<file path="config.mk">
export PLATFORM = sky130hd
export DESIGN_NAME = prio_irq_ctrl
export DESIGN_NICKNAME = d
export VERILOG_FILES = /design/src/rtl/pic_pkg.sv /design/src/rtl/pic_cfg_seq.sv /design/src/rtl/pic_req_latch.sv /design/src/rtl/pic_prio_pick.sv /design/src/rtl/prio_irq_ctrl.sv
export SDC_FILE = /design/constraint.sdc
export NUM_CORES = 1
export LEC_CHECK = 0
export BUFFER_PORTS_ARGS = -buffer_cell sky130_fd_sc_hd__buf_2
export CAP_MARGIN = 20
export CORE_MARGIN = 2
export CORE_UTILIZATION = 51
export CTS_BUF_LIST = sky130_fd_sc_hd__clkbuf_8 sky130_fd_sc_hd__clkbuf_16
export CTS_CLUSTER_DIAMETER = 80
export DETAILED_ROUTE_END_ITERATION = 6
export MAX_ROUTING_LAYER = met4
export PLACE_DENSITY = 0.76
export SLEW_MARGIN = 20
export SYNTH_ARGS = -nofsm -noshare
export SYNTH_HDL_FRONTEND = slang
export SYNTH_SLANG_ARGS = --single-unit
</file>
<file path="constraint.sdc">
create_clock -name clk -period 3.3 [get_ports clk]
set_input_delay 0.66 -clock clk [delete_from_list [all_inputs] [get_ports clk]]
set_output_delay 0.66 -clock clk [all_outputs]
set_load 0.03 [all_outputs]
</file>
<file path="src/rtl/pic_pkg.sv">
package pic_pkg;
    localparam int DW = 8;

    typedef enum logic [2:0] {
        ST_UNCFG,
        ST_GET_BASE,
        ST_GET_CASC,
        ST_GET_MODE,
        ST_RUN
    } cfg_state_t;

    localparam logic [DW-1:0] CMD_INIT     = 8'h11;
    localparam logic [DW-1:0] CMD_SEL_PEND = 8'h0A;
    localparam logic [DW-1:0] CMD_SEL_ISR  = 8'h0B;
    localparam logic [4:0]    CMD_EOI_HI   = 5'b01100;
    localparam int            AEOI_BIT     = 1;

    function automatic logic [DW-1:0] lowest_bit(input logic [DW-1:0] v);
        return v & (~v + 1'b1);
    endfunction
endpackage

</file>
<file path="src/rtl/pic_cfg_seq.sv">
module pic_cfg_seq
    import pic_pkg::*;
(
    input  logic          clk,
    input  logic          rst_n,
    input  logic          cmd_wr,
    input  logic          dat_wr,
    input  logic [DW-1:0] wdata,
    output cfg_state_t    state,
    output logic [DW-1:0] base,
    output logic [DW-1:0] casc,
    output logic          aeoi,
    output logic [DW-1:0] mask,
    output logic          rd_isr_sel,
    output logic          init_start,
    output logic [DW-1:0] eoi_clr
);
    cfg_state_t state_nx;
    logic       run_cmd;

    assign init_start = cmd_wr && (wdata == CMD_INIT);
    assign run_cmd    = cmd_wr && (state == ST_RUN || state == ST_UNCFG);

    always_comb begin
        eoi_clr = '0;
        if (run_cmd && wdata[7:3] == CMD_EOI_HI)
            eoi_clr[wdata[2:0]] = 1'b1;
    end

    always_comb begin
        state_nx = state;
        if (init_start) begin
            state_nx = ST_GET_BASE;
        end else if (dat_wr) begin
            unique case (state)
                ST_GET_BASE: state_nx = ST_GET_CASC;
                ST_GET_CASC: state_nx = ST_GET_MODE;
                ST_GET_MODE: state_nx = ST_RUN;
                ST_UNCFG,
                ST_RUN:      state_nx = state;
                default:     state_nx = ST_UNCFG;
            endcase
        end
    end

    always_ff @(posedge clk or negedge rst_n) begin
        if (!rst_n) state <= ST_UNCFG;
        else        state <= state_nx;
    end

    always_ff @(posedge clk or negedge rst_n) begin
        if (!rst_n) begin
            base       <= '0;
            casc       <= '0;
            aeoi       <= 1'b0;
            mask       <= '1;
            rd_isr_sel <= 1'b0;
        end else if (init_start) begin
            mask       <= '0;
            rd_isr_sel <= 1'b0;
        end else begin
            if (dat_wr) begin
                unique case (state)
                    ST_GET_BASE: base <= wdata;
                    ST_GET_CASC: casc <= wdata;
                    ST_GET_MODE: aeoi <= wdata[AEOI_BIT];
                    ST_UNCFG,
                    ST_RUN:      mask <= wdata;
                    default:     mask <= mask;
                endcase
            end
            if (run_cmd && wdata == CMD_SEL_PEND) rd_isr_sel <= 1'b0;
            if (run_cmd && wdata == CMD_SEL_ISR)  rd_isr_sel <= 1'b1;
        end
    end
endmodule

</file>
<file path="src/rtl/pic_req_latch.sv">
module pic_req_latch #(
    parameter int N = 8
) (
    input  logic         clk,
    input  logic         rst_n,
    input  logic [N-1:0] irq_in,
    input  logic [N-1:0] clr,
    input  logic         flush,
    output logic [N-1:0] pend
);
    logic [N-1:0] irq_q;

    for (genvar i = 0; i < N; i++) begin : g_bit
        always_ff @(posedge clk or negedge rst_n) begin
            if (!rst_n) begin
                irq_q[i] <= 1'b0;
                pend[i]  <= 1'b0;
            end else begin
                irq_q[i] <= irq_in[i];
                if (flush)
                    pend[i] <= 1'b0;
                else if (irq_in[i] && !irq_q[i])
                    pend[i] <= 1'b1;
                else if (clr[i])
                    pend[i] <= 1'b0;
            end
        end
    end
endmodule

</file>
<file path="src/rtl/pic_prio_pick.sv">
module pic_prio_pick
    import pic_pkg::*;
(
    input  logic [DW-1:0] pend,
    input  logic [DW-1:0] mask,
    input  logic [DW-1:0] isr,
    output logic          any,
    output logic [DW-1:0] grant,
    output logic [2:0]    grant_idx
);
    logic [DW-1:0] above, elig;

    assign above = (isr == '0) ? '1 : (lowest_bit(isr) - 1'b1);
    assign elig  = pend & ~mask & above;
    assign any   = |elig;
    assign grant = lowest_bit(elig);

    always_comb begin
        grant_idx = '0;
        for (int i = DW - 1; i >= 0; i--)
            if (grant[i]) grant_idx = 3'(i);
    end
endmodule

</file>
<file path="src/rtl/prio_irq_ctrl.sv">
module prio_irq_ctrl
    import pic_pkg::*;
(
    input  logic          clk,
    input  logic          rst_n,
    input  logic          bus_wr,
    input  logic          bus_sel_data,
    input  logic [DW-1:0] bus_wdata,
    output logic [DW-1:0] bus_rdata,
    input  logic [DW-1:0] irq_in,
    output logic          int_out,
    input  logic          inta,
    output logic          vec_valid,
    output logic [DW-1:0] vec_out,
    output logic [DW-1:0] casc_word
);
    cfg_state_t    state;
    logic [DW-1:0] base, mask, eoi_clr, pend, grant, isr_q, clr;
    logic          aeoi, rd_isr_sel, init_start, any, run, take;
    logic [2:0]    grant_idx;
    logic          cmd_wr, dat_wr;

    assign cmd_wr = bus_wr && !bus_sel_data;
    assign dat_wr = bus_wr &&  bus_sel_data;

    pic_cfg_seq u_cfg (
        .clk(clk), .rst_n(rst_n), .cmd_wr(cmd_wr), .dat_wr(dat_wr),
        .wdata(bus_wdata), .state(state), .base(base), .casc(casc_word),
        .aeoi(aeoi), .mask(mask), .rd_isr_sel(rd_isr_sel),
        .init_start(init_start), .eoi_clr(eoi_clr)
    );

    assign run  = (state == ST_RUN);
    assign take = inta && run && any;
    assign clr  = take ? grant : '0;

    pic_req_latch #(.N(DW)) u_req (
        .clk(clk), .rst_n(rst_n), .irq_in(irq_in), .clr(clr),
        .flush(init_start), .pend(pend)
    );

    pic_prio_pick u_pick (
        .pend(pend), .mask(mask), .isr(isr_q),
        .any(any), .grant(grant), .grant_idx(grant_idx)
    );

    assign int_out = run && any;

    always_ff @(posedge clk or negedge rst_n) begin
        if (!rst_n)
            isr_q <= '0;
        else if (init_start)
            isr_q <= '0;
        else
            isr_q <= (isr_q & ~eoi_clr) | ((take && !aeoi) ? grant : '0);
    end

    always_ff @(posedge clk or negedge rst_n) begin
        if (!rst_n) begin
            vec_valid <= 1'b0;
            vec_out   <= '0;
        end else begin
            vec_valid <= inta;
            if (inta)
                vec_out <= base + (take ? DW'(grant_idx) : DW'(7));
        end
    end

    assign bus_rdata = bus_sel_data ? mask : (rd_isr_sel ? isr_q : pend);
endmodule

</file>
==> flow_metrics.tcl <==
set metrics [dict create \
    final_cell_mix "54 x dfrtp_1, 46 x buf_2, 28 x nand2_1" \
    port_buffers 46 \
    seq_area_um2 1560 \
    hold_path_end "u_req.irq_q[1]" \
    critical_path_arrival_ns 3.40 \
    status "finished, final reports clean" \
    hold_start "irq_in[1]" \
    initial_core_util_pct 52.1 \
    worstSetupPathType "reg -> reg" \
    finish.utilization_pct 61.7 \
    crit_path_top_delay_cell "or4_4" \
    post_cts_resized 0 \
    max_slew_margin_pct 37.8 \
    fp-row-count 28 \
    routed_wl_mm 6.98 \
    p_total_mw 3.22 \
    finalSetupViolations 0 \
    gp_congestion 0.944 \
    hold_path_class "in -> reg" \
    multi_input_area_um2 1420 \
    core_um2 5820 \
    whs_path_depth 1 \
    path_cells "or4_4 > or3_1 > or4_4 > a21o_2 > ha_1 > inv_1 > fa_2 > nor2b_2 > o2111ai_2 > xor2_1 > a21oi_1" \
    netlist_instances 290 \
    start_kind "flip-flop" \
    dp_hpwl_mm 4.98 \
    nNetsFinal 369 \
    avgViaCountPerCell 5.75 \
    synth_nets 315 \
    worst_pin_slew_ns 0.933 \
    cts_tree "done" \
    num_vias 2436 \
    numCtsBuffers 9 \
    drc 0 \
    area_growth_pct 18.4 \
    ys_types 43 \
    synth_enable_flop_cells 0 \
    async_flop_share_pct 100 \
    mostFrequentLayoutCell "dfrtp_1" \
    die_y_um 81.1 \
    die_w_um 81.1 \
    ant_nets 0 \
    seq_area_frac_synth_pct 51.5 \
    drive_gt1_share_pct 31.8 \
    grt-ovfl-total 0 \
    fin_skew_ns 0.00671 \
    path_clk_slew_ns 0.07 \
    min_period_ns 3.18 \
    holdBufCountCts 0 \
    worst_ep_required_time_ns 3.52 \
    dieArea_um2 6580 \
    finalHoldViolCount 0 \
    peakVddDrop_v 0.000473 \
    dr.pass1.iters 4 \
    h-tree-depth 3 \
    grt_antenna_before_repair 0 \
    critPathMostFrequentCell "or4_4" \
    crit_buf_inv 1 \
    nFillCells 508 \
    final_max_slew_viol_count 0 \
    track_usage_pct 24.0 \
    ioPinCount 47 \
    timing.rr.end "vec_out[6]" \
    synth_seq_cells 62 \
    crit_fanout 5 \
    wl_per_cell_um 16.5 \
    slowest_delay_ns 0.56 \
    post_cts_buffers 0 \
    cts_sinks 62 \
    grt_start_max_net_pins 44 \
    p_leak_nw 1.54 \
    reg2reg_depth 11 \
    finalCritPeriodShare_pct 96.5 \
    cts_max_path_buffers 2 \
    drtIter0Drc 251 \
    end_kind "flip-flop" \
    yosys_most_used_dff "dfrtp_1" \
    r2r_slack_ns 0.12 \
    grt_pass1_wl_mm 11.4 \
    grt_pass1_vias 2337 \
    preCtsSetupSlack_ns 0.100 \
    antennaDiodeCount 0 \
    worstReg2RegStart "isr_q[2]" \
    syn_area_um2 3030 \
    synth.avg_cell_area_um2 10.5 \
    cap_violations 0 \
    powerDensity_nw_per_um2 896 \
    clk_latency_ns 0.34 \
    critPathTopFamily "simple AND/OR/NAND/NOR gates" \
    holdWs_ns 0.436 \
    worst_slack_ns 0.117 \
    root_buffer "clkbuf_8" \
    yosys_warnings 0 \
    max_freq_mhz 314 \
]
==> layout make-up <==
type | count | area share (%)
Sequential cell | 62 | 43.5
Multi-Input combinational cell | 211 | 39.5
Timing Repair Buffer | 55 | 8.30
Clock buffer | 11 | 4.22
Tap cell | 75 | 2.61
Clock inverter | 5 | 1.39
Inverter | 5 | 0.523
==> Yosys cell counts, drive strengths merged, types with 2 or more instances <==
cell type,number,area (µm²)
o311ai,4,35.0
nand3,13,65.1
nor4,3,18.8
mux2i,14,140
o31ai,6,45.0
or3b,3,26.3
nor2,21,78.8
ha,3,37.5
xor2,2,17.5
clkbuf,11,42.5
dfrtp,54,1350
nand3b,3,22.5
a21o,2,16.3
a21oi,19,95.1
or3,5,31.3
nor4b,2,17.5
dfstp,8,210
nand2b,9,56.3
xnor2,4,35.0
nor3,6,30.0
mux2,20,225
nor2b,3,18.8
nand2,28,105
o41ai,2,25.0
or4,2,22.5
inv,5,18.8
o21ai,25,125
==> power by group <==
part           internal, mW  leakage, nW  switching (mW)
clock network         0.383        0.108           0.295
registers              1.04        0.719           0.203
logic                 0.520        0.718           0.778
==> worst reg2reg max path, delay by kind of cell (launching register included) <==
kind                       cells  cell delay (ns)
and+or+nand+nor                4             1.53
AOI/OAI and AO/OA              3             0.48
DFF                            1             0.42
adders and majority gates      2             0.41
xor gates and xnor gates       1             0.17
buffers and inverters          1             0.07
==> per-layer routing <==
metal | up-vias | track usage [%] | part of all wire (%)
li1 | 1157 | - | -
met5 | - | - | 0
met1 | 1184 | 33.9 | 47
met3 | 10 | 5.89 | 6.5
met2 | 85 | 34.1 | 46
met4 | 0 | 7.97 | 1.2
==> how the worst max path moves through the flow <==
stage             start         end  slack, ns  depth (start not counted)
2_1_floorplan  isr_q[0]  vec_out[6]       0.22                         12
3_3_place_gp   isr_q[2]  vec_out[3]       0.20                          9
3_5_place_dp   isr_q[2]  vec_out[4]       0.10                         11
4_1_cts        isr_q[2]  vec_out[6]       0.08                         11
5_1_grt        isr_q[2]  vec_out[7]      -0.03                         10
6_report       isr_q[2]  vec_out[6]       0.12                         11
==> per-stage QoR <==
step,std cells,setup TNS [ns],area (µm²)
floorplan,290,0,3030
global placement,408,0,3370
detailed placement,408,0,3370
CTS,424,0,3570
global route,424,-0.0403,3590
finish,424,0,3590
==> kinds of logic (layout without fill, tap and decap cells) <==
group           after synthesis  count (layout)  share of synthesized area (%)
xor+xnor                      6               6                           1.73
fa+ha+maj                     4               4                           1.90
compound gates               62              62                           12.3
flops                        62              62                           51.5
buf+inv                      17              76                           2.39
mux                          34              34                           12.1
simple gates                105             105                           18.2
==> flip-flops by register name, summed over array words and instances, names as in the netlist <==
| signal | flops |
|---|---|
| vec_valid | 1 |
| isr_q | 8 |
| u_req.irq_q | 8 |
| u_cfg.mask | 8 |
| u_cfg.casc | 8 |
| vec_out | 8 |
| u_cfg.aeoi | 1 |
| u_cfg.state | 3 |
| u_cfg.rd_isr_sel | 1 |
| u_cfg.base | 8 |
| u_req.pend | 8 |
(Power assumes the default switching activity.)
